$ cat config.mk
export PLATFORM = sky130hd
export DESIGN_NAME = fti_conv
export DESIGN_NICKNAME = d
export VERILOG_FILES = /design/src/rtl/fti_pkg.sv /design/src/rtl/fti_align.sv /design/src/rtl/fti_range.sv /design/src/rtl/fti_pack.sv /design/src/rtl/fti_conv.sv
export SDC_FILE = /design/constraint.sdc
export NUM_CORES = 1
export LEC_CHECK = 0
export BUFFER_PORTS_ARGS = -buffer_cell sky130_fd_sc_hd__buf_2
export CAP_MARGIN = 20
export CORE_AREA = 2 2 137 139
export DETAILED_ROUTE_END_ITERATION = 8
export DIE_AREA = 0 0 139 141
export GPL_TIMING_DRIVEN = 1
export PLACE_DENSITY = 0.74
export SETUP_SLACK_MARGIN = 0.05
export SYNTH_ARGS = -nofsm -noshare
export SYNTH_HDL_FRONTEND = slang
export SYNTH_HIERARCHICAL = 1
export SYNTH_SLANG_ARGS = --single-unit
export TNS_END_PERCENT = 30
$ cat constraint.sdc
create_clock -name clk -period 4.55 [get_ports clk]
set_clock_uncertainty 0.1 [all_clocks]
set_input_delay 0.6825 -clock clk [delete_from_list [all_inputs] [get_ports clk]]
set_output_delay 0.6825 -clock clk [all_outputs]
set_load 0.01 [all_outputs]
$ cat src/rtl/fti_pkg.sv
package fti_pkg;

  typedef enum logic [2:0] {
    FCLS_ZERO = 3'd0,
    FCLS_NUM  = 3'd1,
    FCLS_INF  = 3'd2,
    FCLS_QNAN = 3'd3,
    FCLS_SNAN = 3'd4
  } fcls_e;

endpackage

$ cat src/rtl/fti_align.sv
// Moves the integer part of the mantissa into an INT_W-bit field and
// reports whether any bit fell off below the binary point.
module fti_align #(
  parameter int INT_W  = 32,
  parameter int MANT_W = 56,
  parameter int EXP_W  = 12
) (
  input  logic signed [EXP_W-1:0]  exp_i,
  input  logic        [MANT_W-1:0] mant_i,
  input  logic                     sticky_i,
  output logic        [INT_W-1:0]  mag_o,
  output logic                     lost_o,
  output logic                     big_o
);
  localparam int WIDE_W = INT_W + MANT_W;
  localparam int SH_W   = $clog2(INT_W + 1);
  localparam logic signed [EXP_W-1:0] EXP_LIM = EXP_W'(INT_W);

  if (EXP_W < $clog2(INT_W) + 2) begin : g_bad_exp
    $error("fti_align: EXP_W too narrow for INT_W");
  end

  logic              neg_exp;
  logic [SH_W-1:0]   shamt;
  logic [WIDE_W-1:0] wide;

  always_comb begin
    neg_exp = exp_i[EXP_W-1];
    big_o   = !neg_exp && (exp_i >= EXP_LIM);
    shamt   = '0;
    if (!neg_exp && !big_o) begin
      shamt = SH_W'(exp_i) + SH_W'(1);
    end
    wide = {{INT_W{1'b0}}, mant_i} << shamt;
    if (neg_exp || big_o) begin
      mag_o  = '0;
      lost_o = (|mant_i) | sticky_i;
    end else begin
      mag_o  = wide[WIDE_W-1 -: INT_W];
      lost_o = (|wide[MANT_W-1:0]) | sticky_i;
    end
  end
endmodule

$ cat src/rtl/fti_range.sv
// Decides whether the aligned magnitude fits a signed INT_W-bit result.
module fti_range
  import fti_pkg::*;
#(
  parameter int INT_W = 32
) (
  input  fcls_e             cls_i,
  input  logic              sign_i,
  input  logic [INT_W-1:0]  mag_i,
  input  logic              big_i,
  output logic              zero_o,
  output logic              ovf_o
);
  localparam logic [INT_W:0] HALF = {2'b01, {(INT_W-1){1'b0}}};

  logic [INT_W:0] limit;
  logic           num_ovf;

  always_comb begin
    limit   = HALF + (INT_W+1)'(sign_i);
    num_ovf = big_i || ({1'b0, mag_i} >= limit);
    zero_o  = (cls_i == FCLS_ZERO);
    unique case (cls_i)
      FCLS_ZERO: ovf_o = 1'b0;
      FCLS_NUM:  ovf_o = num_ovf;
      default:   ovf_o = 1'b1;
    endcase
  end
endmodule

$ cat src/rtl/fti_pack.sv
// Forms the final integer and flags from the range decision.
module fti_pack #(
  parameter int INT_W = 32
) (
  input  logic              zero_i,
  input  logic              ovf_i,
  input  logic              sign_i,
  input  logic [INT_W-1:0]  mag_i,
  input  logic              lost_i,
  output logic [INT_W-1:0]  res_o,
  output logic              inexact_o,
  output logic              invalid_o
);
  logic [INT_W-1:0] sat;

  always_comb begin
    sat = {sign_i, {(INT_W-1){~sign_i}}};
    if (zero_i) begin
      res_o     = '0;
      inexact_o = 1'b0;
      invalid_o = 1'b0;
    end else if (ovf_i) begin
      res_o     = sat;
      inexact_o = 1'b0;
      invalid_o = 1'b1;
    end else begin
      res_o     = sign_i ? ('0 - mag_i) : mag_i;
      inexact_o = lost_i;
      invalid_o = 1'b0;
    end
  end
endmodule

$ cat src/rtl/fti_conv.sv
module fti_conv
  import fti_pkg::*;
#(
  parameter int INT_W  = 32,
  parameter int MANT_W = 56,
  parameter int EXP_W  = 12
) (
  input  logic                     clk,
  input  logic                     rst,
  input  logic                     in_valid,
  input  logic [2:0]               in_cls,
  input  logic                     in_sign,
  input  logic signed [EXP_W-1:0]  in_exp,
  input  logic [MANT_W-1:0]        in_mant,
  input  logic                     in_sticky,
  output logic                     out_valid,
  output logic [INT_W-1:0]         out_int,
  output logic                     out_inexact,
  output logic                     out_invalid
);
  // stage A: aligned operand
  logic [INT_W-1:0] al_mag;
  logic             al_lost, al_big;
  logic             a_vld, a_sign, a_lost, a_big;
  fcls_e            a_cls;
  logic [INT_W-1:0] a_mag;

  // stage B: decision and packing
  logic             b_zero, b_ovf, b_inx, b_inv;
  logic [INT_W-1:0] b_res;

  fti_align #(.INT_W(INT_W), .MANT_W(MANT_W), .EXP_W(EXP_W)) u_align (
    .exp_i    (in_exp),
    .mant_i   (in_mant),
    .sticky_i (in_sticky),
    .mag_o    (al_mag),
    .lost_o   (al_lost),
    .big_o    (al_big)
  );

  always_ff @(posedge clk) begin
    if (rst) begin
      a_vld  <= 1'b0;
      a_cls  <= FCLS_ZERO;
      a_sign <= 1'b0;
      a_mag  <= '0;
      a_lost <= 1'b0;
      a_big  <= 1'b0;
    end else begin
      a_vld <= in_valid;
      if (in_valid) begin
        a_cls  <= fcls_e'(in_cls);
        a_sign <= in_sign;
        a_mag  <= al_mag;
        a_lost <= al_lost;
        a_big  <= al_big;
      end
    end
  end

  fti_range #(.INT_W(INT_W)) u_range (
    .cls_i  (a_cls),
    .sign_i (a_sign),
    .mag_i  (a_mag),
    .big_i  (a_big),
    .zero_o (b_zero),
    .ovf_o  (b_ovf)
  );

  fti_pack #(.INT_W(INT_W)) u_pack (
    .zero_i    (b_zero),
    .ovf_i     (b_ovf),
    .sign_i    (a_sign),
    .mag_i     (a_mag),
    .lost_i    (a_lost),
    .res_o     (b_res),
    .inexact_o (b_inx),
    .invalid_o (b_inv)
  );

  always_ff @(posedge clk) begin
    if (rst) begin
      out_valid   <= 1'b0;
      out_int     <= '0;
      out_inexact <= 1'b0;
      out_invalid <= 1'b0;
    end else begin
      out_valid <= a_vld;
      if (a_vld) begin
        out_int     <= b_res;
        out_inexact <= b_inx;
        out_invalid <= b_inv;
      end
    end
  end
endmodule

After elaboration in Yosys (flattened, before gate mapping)
Cells that the tools add are included.
Storage, ports and cells
  register bits after elaboration: 74
  bits in latches: 0
  bits in writable memories: 0
  bits in read-only memories: 0
  output and inout bits: 35
  logic and storage cells: 40
  memories kept: 0
Operators by class
  add/sub/neg operators: 3
  multiply operators: 0
  div/mod/pow operators: 0
  order comparisons: 2
  eq/ne operators: 1
  shift-type cells: 1
  multiplexer cells: 11
  bitwise operators: 3
  reductions and logical operators: 9
Operators with widths (count)
  $mux 32: 4
  $reduce_or 56->1: 2
  $shl 56x6->88: 1
  $add 32x1->33 const A: 1
  $ge 32x33->1: 1
  $sub 1x32->32 const A: 1
  $ge 12x7->1 const B: 1
  $add 6x2->6 const B: 1
  $mux 6: 1
  $mux 1: 5
  $eq 3x1->1 const B: 1
  $logic_not 3->1: 1
  $logic_and 1x1->1: 2
  $logic_not 1->1: 2
  $logic_or 1x1->1: 2
  $or 1x1->1: 2
  $pmux 1 s2: 1
  $not 1->1: 1

Longest topological paths before layout
Gate-level depths: netlist of run 1.
  word-level depth: 9
  gate-level depth with buffers: 21
  mapped depth without buffers: 14

Modules after synthesis
Netlist of run 1, hierarchy kept.
By module, submodules not included
  fti_align: times used 1, cells each 880, area an instance 5631.7 µm²
  fti_conv: times used 1, cells each 237, area an instance 2626.3 µm²
  fti_pack: times used 1, cells each 225, area an instance 1366.3 µm²
  fti_range: times used 1, cells each 16, area an instance 126.4 µm²

Worst setup path after synthesis of run 1
OpenSTA, ideal clock, no wires.
  path kind: input to register
  from: input port in_exp[0]
  to: register a_lost
  arrival time: 4300 ps
  path slack: 23 ps
  stages on the path: 18
  path buffers: 5
  path through: buf_2 -> buf_2 -> inv_1 -> clkbuf_1 -> ha_1 -> buf_2 -> buf_1 -> mux2_2 -> o22ai_1 -> a2bb2oi_1 -> a22oi_1 -> o211ai_1 -> or4_1 -> a211o_1 -> o31ai_1 -> a21oi_1 -> mux2i_1 -> nor2_1
Between the ends
  longest elaborated chain between the ends: 9
  elaborated cells between the ends (all ways): 11
  those cells by class: add/sub: 1; order compare: 1; shift: 1; mux: 2; bitwise: 1; reduce/logical: 5
Ends and longest elaborated chain
  start, declared: line fti_conv.sv:13  | input logic signed [EXP_W-1:0] in_exp,
  $ge 12x7->1: line fti_align.sv:29  | big_o = !neg_exp && (exp_i >= EXP_LIM);
  $logic_and 1x1->1: line fti_align.sv:29
  $logic_not 1->1: line fti_align.sv:31  | if (!neg_exp && !big_o) begin
  $logic_and 1x1->1: line fti_align.sv:31
  $mux 6: line fti_align.sv:31
  $shl 56x6->88: line fti_align.sv:34  | wide = {{INT_W{1'b0}}, mant_i} << shamt;
  $reduce_or 56->1: line fti_align.sv:40  | lost_o = (|wide[MANT_W-1:0]) | sticky_i;
  $or 1x1->1: line fti_align.sv:40
  $mux 1 (*): line fti_align.sv:35  | if (neg_exp || big_o) begin
  via al_lost: line fti_conv.sv:23  | logic al_lost, al_big;
  end signal, assigned: line fti_conv.sv:55  | a_lost <= al_lost;
  end, declared: line fti_conv.sv:24  | logic a_vld, a_sign, a_lost, a_big;
Mark *: on every way through the listed nets, which the timed path passes. The rest lies on a longest branch.
A chain may end at the register's enable or synchronous reset.

Worst setup path in the final report of run 1
  from: input port in_exp[11]
  to: register a_lost
Between the ends
  longest elaborated chain between the ends: 9
  elaborated cells between the ends (all ways): 11
  those cells by class: order compare: 1; shift: 1; mux: 2; bitwise: 1; reduce/logical: 6
Ends and longest elaborated chain (line)
  $ge 12x7->1 / $logic_not 1->1 (equally long branches): fti_align.sv:29, fti_align.sv:31
  $logic_and 1x1->1: fti_align.sv:29
  $logic_not 1->1: fti_align.sv:31
  $logic_and 1x1->1: fti_align.sv:31
  $mux 6: fti_align.sv:31
  $shl 56x6->88: fti_align.sv:34
  $reduce_or 56->1: fti_align.sv:40
  $or 1x1->1: fti_align.sv:40
  $mux 1 (*): fti_align.sv:35
  via al_lost: fti_conv.sv:23
Marked as above.

==> impl_metrics.csv, run 1 <==
group,metric,value,unit
grt,grt_pass1_wl,65000,µm
clocking,clock_latency,0.34,ns
floorplan,dieArea,0.0196,mm²
critical_path,r2r_cells,8,
clocking,root_buffer,"clkbuf_16",
critical_path,cp.required,4.65,ns
detailed_routing,routed_wl,42700,µm
sta,min_period,4.21,ns
logic_synthesis,avgSynthCellArea,7.18,µm²
detailed_routing,ant_nets,0,
logic_synthesis,async_flop_share,0,
grt,grt_pass1_vias,10941,
sta,rsz0062_at_grt,"no",
logic_synthesis,synthesis.area,0.00975,mm²
place,dp.cells,1676,
logic_synthesis,syn_inst,1358,
critical_path,r2r-start,"a_mag[0]",
sta,slew_headroom,0.299,
sta,period_share,0.926,
layout,post-route-util,0.608,
layout,fin_nets,1533,
layout,syn_to_final_growth,13.8,%
critical_path,cp.arrival,4.32,ns
detailed_routing,wl_per_cell,25.3,µm
detailed_routing,drt_pass1_iterations,6,
worst_hold_path,min_path_cells,2,
detailed_routing,vias,12195,
critical_path,cp_max_fo,36,
clocking,clk_pin_slew,0.06,ns
critical_path,cpMostUsedCell,"nor2_1",
sta,setup_violations,0,
detailed_routing,vias_per_cell,7.21,
floorplan,core_area,0.0183,mm²
floorplan,ios,111,
grt,grt_usage,0.419,
clocking,ctsResizeCount,0,
clocking,clockBufferDepth,2,
critical_path,cpPeakStageDelay,0.60,ns
grt,grt_max_degree,103,
clocking,cts_sinks,74,
logic_synthesis,syn-num-nets,1438,
sta,tightest_slew,1.05,ns
sta,fin_setup_tns,0,ns
logic_synthesis,ys_seq_area_frac,0.152,
logic_synthesis,ys.flop_type,"dfxtp_1",
worst_hold_path,hold_start,"out_int[29]",
worst_hold_path,holdPathEnd,"out_int[29]",
worst_hold_path,min_path_type,"flip-flop to flip-flop",
detailed_routing,initialDrtViolationCount,1831,
place,dp_hpwl,31800,µm
layout,fin_cells,1692,
place,port_buffers,110,
logic_synthesis,yosys_register_bits,74,
layout,antenna_cells,0,
power_and_ir_drop,power.leakage,4.53,nW
grt,grt-ovfl-total,0,
floorplan,start_util,0.534,
power_and_ir_drop,vdd_drop_max,216,µV
flow_run,cap_viol_max_count,0,
clocking,cts_setup_buffers,0,
sta,max_freq,0.237,GHz
grt,antenna_found_initial,3,
sta,hold_viol_final,0,
power_and_ir_drop,powerDensity,192,mW/mm²
detailed_routing,drc_errors,0,
layout,layout-drive-gt1-share,0.211,
logic_synthesis,ys_types,94,
clocking,ctsHoldBuffers,0,
critical_path,end_kind,"flip-flop",
floorplan,die_x,139,µm
floorplan,dieHeight,141,µm
clocking,h-tree-depth,3,
place,gp_congestion,1.06,
floorplan,rows,50,
power_and_ir_drop,p_total,2.13,mW
critical_path,rr_endpoint,"out_int[16]",
critical_path,crit_chain,"buf_2 > nor4_4 > buf_12 > nand2_2 > nor2_1 > nor3_1 > a2111oi_0 > buf_4 > o22ai_1 > nor4_1 > nand4_1 > o31ai_1 > a21oi_1 > mux2i_1 > nor2_1",
logic_synthesis,synth-edff-count,0,
sta,drv_slew,0,
logic_synthesis,yosysWarnings,6,
outcome,outcome,"completed",
clocking,cts_tree,"yes",
critical_path,r2r_slack,1.25,ns
critical_path,cp_slowest_cell,"nor2_1",
critical_path,critPathLaunchType,"primary input",
critical_path,critical_path_class,"primary input to flip-flop",
clocking,cts-buffers-inserted,9,
==> worst max-delay path: cells and delay by family <==
kind | cells | cell delay (ns)
compound gates | 4 | 0.97
buf+inv | 3 | 0.58
simple gates | 7 | 1.88
mux | 1 | 0.15
==> sequential cells by signal, indices dropped and copies added (netlist names) <==
signal       flops
out_valid        1
a_cls            3
a_big            1
a_vld            1
a_mag           32
out_invalid      1
a_sign           1
a_lost           1
out_inexact      1
out_int         32
==> cell usage in the layout (no fill, tap or decap), types with 20 or more instances in the layout <==
master / netlist / final
buf_4: 9 / 94
dfxtp_1: 74 / 73
nand2_1: 86 / 86
nand4_1: 25 / 25
mux2_2: 30 / 30
nor2_1: 202 / 201
nand3_1: 43 / 43
o21ai_0: 69 / 69
mux2i_1: 135 / 135
o22ai_1: 29 / 29
nor4_1: 40 / 40
buf_2: 31 / 109
a21oi_1: 69 / 68
inv_1: 20 / 20
nor3_1: 49 / 48
a211oi_1: 25 / 25
==> how the worst max path moves through the flow <==
stage | start | end | slack, ns | cells after the start
after CTS | in_exp[11] | a_lost | 0.49 | 15
final | in_exp[11] | a_lost | 0.34 | 15
after detailed placement | in_exp[11] | a_lost | 0.14 | 15
after global routing | in_exp[11] | a_lost | 0.15 | 15
after floorplan | in_exp[0] | a_lost | 0.11 | 20
after global placement | in_exp[11] | a_lost | 0.1 | 15
==> area by class of cell <==
cell class / instances / area (µm²)
Fill cell: 1690 / 7170
Clock inverter: 7 / 70.1
Clock buffer: 9 / 225
Timing Repair Buffer: 212 / 1430
Inverter: 20 / 75.1
Sequential cell: 74 / 1480
Tap cell: 234 / 293
Multi-Input combinational cell: 1136 / 7520
==> layer usage <==
metal / global-route usage / wire length (µm)
met1: 0.589 / 17400
met2: 0.603 / 17700
met3: 0.124 / 5870
met4: 0.159 / 1760
met5: 0 / 13
==> synthesized netlist by cell type, drive strengths merged, types with 11 or more instances <==
master     n  share of area
buf       69          0.047
mux2i    135           0.14
o22ai     30          0.020
mux2      30          0.035
nor4      44          0.032
a21o      11         0.0085
a21oi     71          0.037
o211ai    17          0.013
nand4     25          0.016
a22oi     18          0.014
dfxtp     74           0.15
clkbuf    59          0.024
or4       15          0.012
inv       20         0.0077
a31oi     19          0.012
nor3      52          0.029
o21ai     73          0.038
nand2     89          0.035
a211oi    27          0.023
or3       13         0.0089
a2bb2oi   11         0.0099
nor2b     15         0.0096
o31ai     16          0.013
nand3     45          0.024
o22a      12          0.011
nor2     203          0.080
==> report_power, final <==
group | total, mW | leakage (nW) | switching (mW) | internal, mW
logic | 0.744 | 3.80 | 0.470 | 0.274
clock network | 0.711 | 0.133 | 0.289 | 0.422
registers | 0.673 | 0.598 | 0.0151 | 0.658
total | 2.13 | 4.53 | 0.774 | 1.35
==> cells by family (layout without fill, tap and decap cells) <==
logic type	Yosys count	after routing	synth area share
and+or+nand+nor	551	551	0.284
DFF	74	74	0.152
AOI/OAI and AO/OA	410	410	0.300
buffers and inverters	148	248	0.0788
adders and majority gates	4	4	0.00513
xor gates and xnor gates	5	5	0.00449
muxes	166	166	0.176
==> per-stage QoR <==
stage | setup slack, ns | cell area (µm²) | hold WS [ns]
CTS | 0.488 | 11100 | 0.392
finish | 0.336 | 11100 | 0.387
global placement | 0.0964 | 10800 | 0.367
detailed placement | 0.136 | 10800 | 0.377
floorplan | 0.109 | 9750 | 0.360
global route | 0.152 | 11100 | 0.409
No activity file was read; power rests on OpenSTA's default activity.
==> run 2, diff against run 1 <==
--- a/config.mk
+++ b/config.mk
@@ -5,13 +5,15 @@
 export SDC_FILE = /design/constraint.sdc
 export NUM_CORES = 1
 export LEC_CHECK = 0
-export BUFFER_PORTS_ARGS = -buffer_cell sky130_fd_sc_hd__buf_2
+export ABC_AREA = 1
+export BUFFER_PORTS_ARGS = -buffer_cell sky130_fd_sc_hd__buf_4
 export CAP_MARGIN = 20
-export CORE_AREA = 2 2 137 139
+export CORE_AREA = 2 2 131 133
 export DETAILED_ROUTE_END_ITERATION = 8
-export DIE_AREA = 0 0 139 141
+export DIE_AREA = 0 0 133 135
+export GPL_ROUTABILITY_DRIVEN = 0
 export GPL_TIMING_DRIVEN = 1
-export PLACE_DENSITY = 0.74
+export PLACE_DENSITY = 0.75
 export SETUP_SLACK_MARGIN = 0.05
 export SYNTH_ARGS = -nofsm -noshare
 export SYNTH_HDL_FRONTEND = slang
==> run 2 against run 1 <==
Sequential power is 8.2% higher. Sequential share of layout area rose by 1.4 points. Global-route usage down 11 points. Final cell count up 17%. Count of clock-buffer cells in the layout is 2 higher. Core utilization grew 0.29 points. Total power rose by 0.72%. First-iteration DRC count shrank 17%. Largest power group is now the clock network.
==> impl_metrics.csv, run 2 <==
group,metric,value,unit
floorplan,dieArea,0.0180,mm²
detailed_routing,wl_per_cell,14.2,µm
grt,antenna_found_initial,0,
critical_path,rr_endpoint,"out_int[14]",
logic_synthesis,synth-simple-area-share,0.601,
flow_run,cap_viol_max_count,0,
critical_path,cp_slowest_cell,"buf_4",
sta,max_freq,0.290,GHz
critical_path,end_kind,"flip-flop",
detailed_routing,drt_pass1_iterations,7,
layout,syn_to_final_growth,12.0,%
logic_synthesis,yosysTopAreaCellShare,0.236,
detailed_routing,initialDrtViolationCount,1520,
sta,hold_viol_final,0,
logic_synthesis,synth-edff-count,0,
worst_hold_path,hold_start,"out_inexact",
floorplan,core_area,0.0164,mm²
detailed_routing,vias,11137,
critical_path,path_buf_inv,3,
layout,regArea,0.00148,mm²
logic_synthesis,yosysTopAreaCell,"nand3_1",
power_and_ir_drop,p_total,2.14,mW
clocking,clock_latency,0.34,ns
grt,grt_pass1_vias,9916,
critical_path,critPathLaunchType,"primary input",
floorplan,dieHeight,135,µm
sta,setup_violations,0,
sta,tightest_slew,0.840,ns
grt,grt_usage,0.312,
logic_synthesis,yosysWarnings,6,
layout,fill_cells,1690,
logic_synthesis,synth_adder_area_share,0.00560,
layout,layout.cells.most_common,"nand2_1",
clocking,root_buffer,"clkbuf_16",
clocking,cts_sinks,74,
critical_path,r2r_slack,1.59,ns
layout,fin_cells,1988,
place,port_buffers,110,
critical_path,cp.required,4.68,ns
critical_path,cpPeakStageDelay,0.45,ns
logic_synthesis,yosys-top-cells-area,"nand3_1, nand2_1, dfxtp_1, nor2_1, inv_1",
clocking,h-tree-depth,3,
detailed_routing,ant_nets,0,
clocking,ctsResizeCount,0,
detailed_routing,drc_errors,0,
logic_synthesis,ys_seq_area_frac,0.166,
floorplan,ios,111,
sta,rsz0062_at_grt,"no",
logic_synthesis,post-synth-top-count-cell,"nand2_1",
logic_synthesis,async_flop_share,0,
layout,post-route-util,0.610,
logic_synthesis,syn_inst,1721,
place,dp.cells,1972,
logic_synthesis,yosys_register_bits,74,
critical_path,cp_top_family,"simple AND/OR/NAND/NOR gates",
worst_hold_path,min_path_cells,2,
layout,fin_nets,1845,
layout,reg.largest.list,"a_mag x32, out_int x32, a_cls x3",
logic_synthesis,synthesis.area,0.00894,mm²
layout,multi_input_area,0.00617,mm²
logic_synthesis,syn-num-nets,1801,
clocking,clk_pin_slew,0.06,ns
clocking,clockBufferDepth,2,
floorplan,rows,47,
worst_hold_path,holdPathEnd,"out_inexact",
worst_hold_path,min_path_type,"flip-flop to flip-flop",
logic_synthesis,synth_compound_area_frac,0.0788,
clocking,cts_setup_buffers,0,
grt,grt_pass1_wl,46500,µm
critical_path,critical_path_class,"primary input to flip-flop",
detailed_routing,routed_wl,28200,µm
clocking,cts-buffers-inserted,9,
floorplan,die_x,133,µm
detailed_routing,vias_per_cell,5.60,
critical_path,cp.arrival,3.57,ns
sta,drv_slew,0,
logic_synthesis,ys.flop_type,"dfxtp_1",
logic_synthesis,avgSynthCellArea,5.20,µm²
logic_synthesis,synth-xor-area-share,0.00196,
grt,grt-ovfl-total,0,
critical_path,r2r_cells,21,
critical_path,r2r-start,"a_sign",
sta,fin_setup_tns,0,ns
clocking,ctsHoldBuffers,0,
layout,mostFrequentLayoutCells,"nand2_1, nand3_1, nor2_1",
power_and_ir_drop,vdd_drop_max,197,µV
logic_synthesis,synth.area.mux_share,0.00126,
grt,grt_max_degree,78,
critical_path,crit_chain,"buf_4 > nor2_1 > nand2_2 > nor2_8 > buf_4 > nand3_1 > nand2_1 > nand2_1 > nand2_1 > nand2_1 > nand3_1 > nand3_1 > nand2_1 > nand2_1 > nor2_1 > nand2_1 > nor2_1 > nand3_1 > nand2_1 > nand3_1 > inv_1 > nand2_1 > nand2_1 > nor2_1",
clocking,cts_tree,"yes",
logic_synthesis,synth_top_family_by_area,"simple AND/OR/NAND/NOR gates",
outcome,outcome,"completed",
sta,min_period,3.44,ns
logic_synthesis,netlist_top_cells_count,"nand2_1, nand3_1, nor2_1, inv_1, dfxtp_1",
logic_synthesis,ys_types,51,
sta,slew_headroom,0.439,
layout,layout-drive-gt1-share,0.110,
layout,antenna_cells,0,
place,dp_hpwl,21100,µm
floorplan,start_util,0.545,
sta,period_share,0.757,
power_and_ir_drop,powerDensity,214,mW/mm²
power_and_ir_drop,power.leakage,5.28,nW
critical_path,cpMostUsedCell,"nand2_1",
critical_path,cp_max_fo,40,
## run 2: final cells by class
class                           count  share of cell area
Clock buffer                       11              0.0242
Clock inverter                      3             0.00650
Inverter                          203              0.0761
Multi-Input combinational cell   1346               0.616
Sequential cell                    74               0.148
Tap cell                          220              0.0275
Timing Repair Buffer              131               0.102
## run 2: kinds of logic after synthesis
kind of cell	count (synthesis)
flops	74
compound gates	115
xor+xnor	2
fa+ha+maj	4
buf+inv	301
simple gates	1224
mux	1
## run 2: report_power, final
part	leakage (nW)	switching [mW]	internal [mW]	total [mW]
logic	4.52	0.420	0.253	0.673
registers	0.610	0.0390	0.689	0.728
clock network	0.151	0.255	0.488	0.743
total	5.28	0.714	1.43	2.14
## run 2: worst reg2reg max path: stages, from the launching register on
cell	delay [ns]
dfxtp_1	0.30
buf_4	0.32
ha_1	0.30
nand2_1	0.06
inv_1	0.03
nand2_1	0.04
nor2_1	0.04
nand2_1	0.06
nor2_1	0.04
nor2_1	0.08
a21oi_1	0.06
buf_4	0.20
nand2_1	0.07
nand2_1	0.05
buf_4	0.18
inv_1	0.42
o21ai_0	0.21
inv_1	0.10
inv_1	0.04
nand2_1	0.05
nand2_1	0.05
nor2_1	0.09
## run 2: per-stage QoR
stage | setup slack (ns) | area (µm²) | hold slack (ns)
final | 1.11 | 10000 | 0.368
after CTS | 1.21 | 9980 | 0.370
after floorplan | 1.56 | 8940 | 0.341
after global routing | 0.809 | 10000 | 0.384
after detailed placement | 0.868 | 9670 | 0.363
after global placement | 0.893 | 9670 | 0.359
## run 2: how the worst max path moves through the flow
stage	from	to	slack (ns)	cells past startpoint
after CTS	in_exp[10]	a_lost	1.21	21
after detailed placement	in_exp[10]	a_lost	0.87	21
after global routing	in_exp[10]	a_lost	0.81	22
after global placement	in_exp[0]	a_lost	0.89	21
after floorplan	in_exp[0]	a_lost	1.56	21
final	in_exp[10]	a_lost	1.11	24
## run 2: routing by layer
layer,vias up,wire length (µm),global-route usage
li1,5611,-,-
met1,4914,12200,0.417
met2,544,12100,0.495
met3,68,3330,0.0856
met4,0,601,0.0872
met5,-,0,0
==> run 3, diff against run 2 <==
==> constraint.sdc (replaced) <==
create_clock -name clk -period 2.9 [get_ports clk]
set_clock_uncertainty 0.1 [all_clocks]
set_input_delay 0.435 -clock clk [delete_from_list [all_inputs] [get_ports clk]]
set_output_delay 0.435 -clock clk [all_outputs]
set_load 0.01 [all_outputs]
==> run 3 against run 2 <==
Register-to-register slack worse by 1.4 ns. Wire length rose by 6.6%. Count of clock-buffer cells in the layout unchanged.
==> impl_metrics.csv, run 3 (same netlist as run 2, synthesis figures left out) <==
group,metric,value,unit
sta,min_period,2.72,ns
sta,rsz0062_at_grt,"yes",
critical_path,r2r_slack,0.18,ns
critical_path,critPathLaunchType,"flip-flop",
floorplan,dieHeight,135,µm
sta,setup_ws,0.180,ns
layout,mostFrequentLayoutCells,"nand2_1, nand3_1, nor2_1",
worst_hold_path,holdPathEnd,"a_vld",
layout,fin_nets,1942,
clocking,cts_sinks,74,
detailed_routing,initialDrtViolationCount,1384,
detailed_routing,wl_per_cell,14.4,µm
layout,fin_cells,2086,
grt,grt-ovfl-total,0,
clocking,h-tree-depth,3,
layout,post-route-util,0.678,
sta,slew_headroom,0.401,
critical_path,critical_path_class,"flip-flop to flip-flop",
floorplan,core_area,0.0164,mm²
grt,grt_pass1_wl,47700,µm
sta,holdWs,0.163,ns
critical_path,crit_chain,"nor2_1 > nand2_1 > nor2_1 > nand2_1 > o21ai_0 > a21oi_1 > buf_4 > nor2_1 > nand3_1 > o21ai_0 > nand3_1 > nand2_1 > nor2_1 > inv_1 > nand2_1 > nand2_1 > nor2_1",
flow_run,cap_viol_max_count,0,
layout,layout.cells.most_common,"nand2_1",
clocking,ctsHoldBuffers,0,
detailed_routing,drc_errors,0,
clocking,clockBufferDepth,2,
detailed_routing,drt_pass1_iterations,5,
critical_path,cp_slowest_cell,"dfxtp_1",
detailed_routing,routed_wl,30000,µm
worst_hold_path,min_path_type,"primary input to flip-flop",
grt,grt_max_degree,78,
detailed_routing,ant_nets,0,
detailed_routing,vias_per_cell,5.61,
clocking,clk_pin_slew,0.06,ns
critical_path,path_buf_inv,2,
critical_path,r2r_cells,17,
detailed_routing,vias,11693,
power_and_ir_drop,power.leakage,5.86,nW
power_and_ir_drop,vdd_drop_max,314,µV
critical_path,end_kind,"flip-flop",
grt,grt_pass1_vias,10457,
floorplan,ios,111,
sta,period_share,0.938,
clocking,clock_latency,0.34,ns
grt,grt_usage,0.321,
floorplan,rows,47,
place,pre_cts_slack,-0.0764,ns
worst_hold_path,min_path_cells,2,
place,dp.cells,2066,
sta,setup_violations,0,
sta,hold_viol_final,0,
clocking,cts_tree,"yes",
floorplan,dieArea,0.0180,mm²
critical_path,cp_max_fo,8,
floorplan,die_x,133,µm
sta,max_freq,0.368,GHz
floorplan,start_util,0.545,
place,port_buffers,110,
layout,layout-drive-gt1-share,0.184,
clocking,cts-buffers-inserted,9,
critical_path,r2r-start,"a_mag[12]",
critical_path,rr_endpoint,"out_int[31]",
layout,syn_to_final_growth,24.5,%
place,dp_hpwl,22500,µm
sta,tightest_slew,0.898,ns
layout,reg.largest.list,"a_mag x32, out_int x32, a_cls x3",
layout,antenna_cells,0,
outcome,outcome,"completed",
power_and_ir_drop,powerDensity,294,mW/mm²
worst_hold_path,hold_start,"rst",
sta,fin_setup_tns,0,ns
sta,drv_slew,0,
clocking,root_buffer,"clkbuf_16",
grt,antenna_found_initial,0,
critical_path,cp.required,3.03,ns
critical_path,cpPeakStageDelay,0.37,ns
critical_path,cp_top_family,"simple AND/OR/NAND/NOR gates",
critical_path,cp.arrival,2.85,ns
critical_path,cp_num_cells,17,
==> run 3: metrics by stage <==
step	total power, mW	cell area [µm²]
finish	3.27	11100
global route	3.46	11100
CTS	3.22	10800
detailed placement	2.24	10500
global placement	2.22	10500
floorplan	1.88	8940
==> run 3: what timing repair did <==
action	in CTS	in global routing
gates resized for setup	0	54
setup endpoints to repair	0	7
buffers inserted	0	2
==> run 3: worst max-delay path by stage <==
| stage | start | end | slack (ns) |
|---|---|---|---|
| 2_1_floorplan | in_exp[0] | a_lost | 0.16 |
| 3_3_place_gp | in_exp[10] | a_mag[0] | -0.07 |
| 3_5_place_dp | in_exp[6] | a_mag[0] | -0.08 |
| 4_1_cts | in_exp[6] | a_mag[0] | 0.25 |
| 5_1_grt | in_exp[10] | a_lost | -0.06 |
| 6_report | a_mag[12] | out_int[31] | 0.18 |
==> run 3: per-layer routing <==
metal	global-route usage	routed length, µm	vias to the layer above
li1	-	-	5820
met1	0.424	12700	5168
met2	0.513	13000	606
met3	0.0863	3630	99
met4	0.0992	737	0
met5	0	0	-
==> run 3: report_power, final <==
part | internal [mW] | switching (mW) | total [mW]
registers | 1.08 | 0.0666 | 1.15
logic | 0.453 | 0.685 | 1.14
clock network | 0.568 | 0.416 | 0.984
==> run 3: cell type report <==
| class | instances | area, µm² |
|---|---|---|
| Clock buffer | 11 | 233 |
| Clock inverter | 4 | 20.0 |
| Fill cell | 1640 | 5280 |
| Inverter | 203 | 768 |
| Multi-Input combinational cell | 1346 | 6400 |
| Sequential cell | 74 | 1480 |
| Tap cell | 220 | 275 |
| Timing Repair Buffer | 228 | 1950 |
